**config.mk**
```make
export PLATFORM = sky130hd
export DESIGN_NAME = ext_bus_ctrl
export DESIGN_NICKNAME = d
export VERILOG_FILES = /design/src/rtl/ebi_pkg.sv /design/src/rtl/ebi_phase_timer.sv /design/src/rtl/ext_bus_ctrl.sv
export SDC_FILE = /design/constraint.sdc
export NUM_CORES = 1
export LEC_CHECK = 0
export BUFFER_PORTS_ARGS = -buffer_cell sky130_fd_sc_hd__buf_2
export CAP_MARGIN = 20
export CORE_MARGIN = 2
export CORE_UTILIZATION = 23
export DETAILED_ROUTE_END_ITERATION = 8
export RECOVER_POWER = 50
export SLEW_MARGIN = 10
export SYNTH_ARGS = -nofsm -noshare
export SYNTH_HDL_FRONTEND = slang
export SYNTH_SLANG_ARGS = --single-unit
```
**constraint.sdc**
```tcl
create_clock -name clk -period 4.5 [get_ports clk]
set_input_delay 0.45 -clock clk [delete_from_list [all_inputs] [get_ports clk]]
set_output_delay 0.45 -clock clk [all_outputs]
set_load 0.1 [all_outputs]
```
**src/rtl/ebi_pkg.sv**
```systemverilog
package ebi_pkg;
    typedef enum logic [2:0] {
        ST_IDLE, ST_ALE, ST_HOLD, ST_TURN, ST_STRB, ST_REL, ST_DONE
    } bus_state_e;

    typedef enum logic [1:0] {
        K_CODE   = 2'b00,
        K_RD     = 2'b01,
        K_WR     = 2'b10,
        K_RD_ALT = 2'b11
    } acc_kind_e;
endpackage

```
**src/rtl/ebi_phase_timer.sv**
```systemverilog
module ebi_phase_timer #(
    parameter int W = 3
) (
    input  logic         clk,
    input  logic         rst_n,
    input  logic         load,
    input  logic [W-1:0] load_val,
    output logic         last
);
    logic [W-1:0] cnt_q;

    always_ff @(posedge clk or negedge rst_n) begin
        if (!rst_n)
            cnt_q <= '0;
        else if (load)
            cnt_q <= load_val;
        else if (cnt_q != '0)
            cnt_q <= cnt_q - 1'b1;
    end

    assign last = (cnt_q == '0);
endmodule

```
**src/rtl/ext_bus_ctrl.sv**
```systemverilog
module ext_bus_ctrl
    import ebi_pkg::*;
#(
    parameter int          ALE_CLKS  = 2,
    parameter int          HOLD_CLKS = 1,
    parameter int          TURN_CLKS = 1,
    parameter int          STRB_CLKS = 6,
    parameter int          REL_CLKS  = 1,
    parameter logic [15:0] ROM_TOP   = 16'h1000
) (
    input  logic        clk,
    input  logic        rst_n,
    input  logic        req_valid,
    input  logic [1:0]  req_kind,
    input  logic [15:0] req_addr,
    input  logic [7:0]  req_wdata,
    input  logic        ext_access_n,
    output logic        req_ready,
    output logic        rsp_internal,
    output logic [7:0]  rsp_rdata,
    output logic        latch_en,
    output logic        prog_rd_n,
    output logic        data_rd_n,
    output logic        data_wr_n,
    output logic [7:0]  addr_hi,
    output logic [7:0]  ad_out,
    output logic        ad_oe,
    input  logic [7:0]  ad_in
);
    localparam int MAX_A = (ALE_CLKS > HOLD_CLKS) ? ALE_CLKS : HOLD_CLKS;
    localparam int MAX_B = (TURN_CLKS > STRB_CLKS) ? TURN_CLKS : STRB_CLKS;
    localparam int MAX_C = (MAX_A > MAX_B) ? MAX_A : MAX_B;
    localparam int MAX_L = (MAX_C > REL_CLKS) ? MAX_C : REL_CLKS;
    localparam int CNT_W = (MAX_L > 1) ? $clog2(MAX_L) : 1;

    bus_state_e  state_q, state_d;
    acc_kind_e   kind_q;
    logic [15:0] addr_q;
    logic [7:0]  wdata_q;
    logic [7:0]  rdata_q;
    logic        int_q;
    logic        phase_last;
    logic        go_internal;
    logic [CNT_W-1:0] load_val;

    assign go_internal = (acc_kind_e'(req_kind) == K_CODE) && ext_access_n
                         && (req_addr < ROM_TOP);

    function automatic logic [CNT_W-1:0] phase_len(input bus_state_e s);
        case (s)
            ST_ALE:  return CNT_W'(ALE_CLKS - 1);
            ST_HOLD: return CNT_W'(HOLD_CLKS - 1);
            ST_TURN: return CNT_W'(TURN_CLKS - 1);
            ST_STRB: return CNT_W'(STRB_CLKS - 1);
            ST_REL:  return CNT_W'(REL_CLKS - 1);
            default: return '0;
        endcase
    endfunction

    assign load_val = phase_len(state_d);

    ebi_phase_timer #(.W(CNT_W)) u_timer (
        .clk      (clk),
        .rst_n    (rst_n),
        .load     (state_d != state_q),
        .load_val (load_val),
        .last     (phase_last)
    );

    // next-state decode
    always_comb begin
        state_d = state_q;
        unique case (state_q)
            ST_IDLE: if (req_valid) state_d = go_internal ? ST_DONE : ST_ALE;
            ST_ALE:  if (phase_last) state_d = ST_HOLD;
            ST_HOLD: if (phase_last) state_d = ST_TURN;
            ST_TURN: if (phase_last) state_d = ST_STRB;
            ST_STRB: if (phase_last) state_d = ST_REL;
            ST_REL:  if (phase_last) state_d = ST_DONE;
            ST_DONE: state_d = ST_IDLE;
            default: state_d = ST_IDLE;
        endcase
    end

    // state register and request capture
    always_ff @(posedge clk or negedge rst_n) begin
        if (!rst_n) begin
            state_q <= ST_IDLE;
            kind_q  <= K_CODE;
            addr_q  <= '0;
            wdata_q <= '0;
            int_q   <= 1'b0;
            rdata_q <= '0;
        end else begin
            state_q <= state_d;
            if (state_q == ST_IDLE && req_valid) begin
                kind_q  <= acc_kind_e'(req_kind);
                addr_q  <= req_addr;
                wdata_q <= req_wdata;
                int_q   <= go_internal;
            end
            if (state_q == ST_STRB && phase_last && kind_q != K_WR)
                rdata_q <= ad_in;
        end
    end

    // bus outputs per state
    always_comb begin
        latch_en  = 1'b0;
        prog_rd_n = 1'b1;
        data_rd_n = 1'b1;
        data_wr_n = 1'b1;
        ad_oe     = 1'b0;
        ad_out    = addr_q[7:0];
        req_ready = 1'b0;
        unique case (state_q)
            ST_IDLE: ;
            ST_ALE: begin
                latch_en = 1'b1;
                ad_oe    = 1'b1;
            end
            ST_HOLD: ad_oe = 1'b1;
            ST_TURN: if (kind_q == K_WR) begin
                ad_oe  = 1'b1;
                ad_out = wdata_q;
            end
            ST_STRB: begin
                if (kind_q == K_CODE) prog_rd_n = 1'b0;
                else if (kind_q == K_WR) begin
                    data_wr_n = 1'b0;
                    ad_oe     = 1'b1;
                    ad_out    = wdata_q;
                end else data_rd_n = 1'b0;
            end
            ST_REL: if (kind_q == K_WR) begin
                ad_oe  = 1'b1;
                ad_out = wdata_q;
            end
            ST_DONE: req_ready = 1'b1;
            default: ;
        endcase
    end

    assign addr_hi      = addr_q[15:8];
    assign rsp_internal = int_q;
    assign rsp_rdata    = rdata_q;


    strobe_excl_chk: assert property (@(posedge clk) disable iff (!rst_n)
        $onehot0({latch_en, !prog_rd_n, !data_rd_n, !data_wr_n}));


    wr_drive_chk: assert property (@(posedge clk) disable iff (!rst_n)
        !data_wr_n |-> ad_oe);


    wr_release_chk: assert property (@(posedge clk) disable iff (!rst_n)
        $rose(data_wr_n) |-> ad_oe);


    rd_float_chk: assert property (@(posedge clk) disable iff (!rst_n)
        (!prog_rd_n || !data_rd_n) |-> !ad_oe);


    adr_hold_chk: assert property (@(posedge clk) disable iff (!rst_n)
        $fell(latch_en) |-> (ad_oe && $stable(ad_out)));


    hi_stable_chk: assert property (@(posedge clk) disable iff (!rst_n)
        (!prog_rd_n || !data_rd_n || !data_wr_n) |-> $stable(addr_hi));


    ready_pulse_chk: assert property (@(posedge clk) disable iff (!rst_n)
        req_ready |=> !req_ready);
endmodule

```
==> flow_summary.toml <==
[sta]
setup_viol = 0
worstMarginPinSlew_ps = 1730
hold_slack_ps = 87.97
period_minus_slack_ps = 2712
final.setup.tns_ps = 0
max_freq_mhz = 368.8
post-route-period-util = 0.6026
finalHoldViolCount = 0
final_max_slew_viol_count = 33
rsz0062_at_grt = "no"
slew_headroom = -0.1533
fin_worst_skew_ps = 7.624

[drt]
antenna_violating_nets_post_route = 0
wirelength_microns = 4555
post_drt_via_cell_ratio = 4.267
drc = 0
drt-initial-drc-count = 83
vias = 1583
wl_per_cell_microns = 12.28
drt-pass1-iter-count = 4

[floorplan]
die_y_microns = 96.36
rows = 33
num_io_pins = 69
initial_core_util = 0.2376
dieArea_sq_um = 9284
core_area_sq_um = 8258
die_w_microns = 96.36

[synth]
ys_types = 31
yosysTopAreaCell = "dfrtp_1"
synth_top_cell_area_share = 0.5230
synth_cells = 207
synth_commonest_cells = "79 x nand2_1, 41 x dfrtp_1, 19 x mux2_2"
ys_seq_area_frac = 0.5230
yosysMostFrequentCell = "nand2_1"
ys_async_sr_fraction = 1.000
netlist_top_cells_area = "dfrtp_1 52%, nand2_1 15%, mux2_2 11%"
synth_edf_count = 0
ys_seq_elements = 41
synth_area_sq_um = 1962
ys_dominant_reg_cell = "dfrtp_1"
avgSynthCellArea_sq_um = 9.478
synth_warnings = 0
syn_nets = 247

[clock_tree]
cts_resized = 0
post-cts-setup-buffers = 0
cts-root-buf = "clkbuf_8"
clk_latency_ps = 290
cts_max_level = 2
hold_buffers = 0
cts_tree = "yes"
cts.clk_slew.worst_paths_ps = 80
cts_buffers = 5
cts_max_path_buffers = 2
cts_num_sinks = 41

[global_routing]
globalRoute.totalOverflow = 0
grt_use_total = 0.1008
met2_usage = 0.1597
use_met3 = 0.02428
grt_pass1_vias = 1492
antenna_found_initial = 0
use_met1 = 0.1342
grt.busiest_layer = "met2"
grt_pass1_wl_microns = 7162
grt_max_degree = 42

[setup_path]
crit_buf_inv = 1
path_cells = "nand3b_1 > a21oi_2 > mux2_2 > buf_2"
crit_arrival_ps = 2260
crit_family = "flip-flops"
cp_slowest_cell = "dfrtp_1"
required_ps = 4050
cp-start-kind = "flip-flop"
cp-end-kind = "output pin"
crit_fanout = 14
cpPeakStageDelay_ps = 510
crit_type = "flip-flop to output pin"

[finish]
seq_area_sq_um = 1026
antennaDiodeCount = 0
drive_gt1_frac = 0.3045
synthToLayoutAreaGrowth_pct = 22.77
fillCellCount = 902
nNetsFinal = 305
multi_input_area_sq_um = 819.5

[outcome]
violations = "max-capacitance violations, max-slew violations"
status = "finished, violations left"

[place]
gp_congestion = 0.7473
numPortBuffers = 68
dp.final_hpwl_microns = 3294

[min_path]
hold_path.class = "primary input to async pin"

[job]
drv_cap = 1
## cell families after synthesis
family | count (synthesis) | share of synthesized area
fa+ha+maj | 2 | 0.01275
mux | 20 | 0.1142
flops | 41 | 0.5230
simple gates | 105 | 0.2232
compound gates | 17 | 0.06313
buf+inv | 21 | 0.05931
xor+xnor | 1 | 0.004465
## worst reg2reg max path, delay by kind of cell, from the launching register on
| family | cells | cell delay, ps |
|---|---|---|
| muxes | 1 | 150 |
| DFF | 1 | 520 |
| AOI/OAI and AO/OA | 2 | 470 |
| and+or+nand+nor | 1 | 1030 |
## final cells by class
type                    instances  share of cell area
multi-input cells             145              0.3403
clock inverters                 2            0.005714
clock buffers                   6             0.03429
inverters                       3            0.004675
well taps                     105             0.05455
flip-flops and latches         41              0.4260
repair buffers                 69              0.1345
## path summary, 6_finish.rpt
kind	startpoint	to	slack [ps]	depth (start not counted)
worst max-delay path	state_q[2]	ad_out[2]	1790	4
worst min-delay path	rst_n	rsp_rdata[1]	90	1
worst max register to register	state_q[0]	u_timer.cnt_q[0]	2260	4
worst min register to register	addr_q[2]	addr_q[2]	480	2
max in group asynchronous	rst_n	u_timer.cnt_q[2]	2430	2
min in group clk	req_addr[7]	addr_q[7]	340	3
## layer usage
layer,share of wire,wire (microns),up-vias
met5,0,0,-
li1,-,-,783
met2,0.47,2150,42
met4,0.015,70,0
met3,0.059,271,5
met1,0.45,2062,753
## registers in the layout, indices dropped and copies added (netlist names)
name,flops
rsp_rdata,8
wdata_q,8
u_timer.cnt_q,3
state_q,3
kind_q,2
addr_q,16
rsp_internal,1
## cell usage in the layout, fill, tap and decap left out
| master | instances |
|---|---|
| clkbuf_1 | 17 |
| buf_2 | 52 |
| or4b_1 | 1 |
| a22o_1 | 1 |
| o2bb2ai_1 | 1 |
| nand3b_1 | 1 |
| o211a_1 | 1 |
| nand3_1 | 1 |
| a211oi_1 | 3 |
| ha_1 | 2 |
| or3_1 | 1 |
| clkinv_4 | 1 |
| inv_1 | 3 |
| nand2b_1 | 5 |
| o211ai_1 | 2 |
| xnor2_1 | 1 |
| nor3_1 | 4 |
| nand2_1 | 79 |
| nor2b_1 | 1 |
| mux2_2 | 19 |
| a21oi_1 | 4 |
| mux2i_1 | 1 |
| dfrtp_1 | 41 |
| clkinv_2 | 1 |
| a31oi_2 | 1 |
| clkbuf_8 | 6 |
| o21ai_0 | 1 |
| nor4_1 | 1 |
| o22ai_1 | 2 |
| and2_1 | 2 |
| nor2_1 | 8 |
| a21oi_2 | 1 |
| nand4_1 | 1 |
## stage by stage
step | util | setup slack, ps | instances | cell area (sq um)
final | 0.2917 | 1788 | 371 | 2409
after global routing | 0.2917 | 1639 | 371 | 2409
after CTS | 0.2936 | 1752 | 370 | 2425
after detailed placement | 0.2820 | 2098 | 362 | 2328
after global placement | 0.2820 | 2157 | 362 | 2328
after floorplan | - | 1025 | 207 | 1962
Power is left out: the tool's default activity adds up to more than one toggle a clock period on the data nets, which glitch-free logic cannot reach.
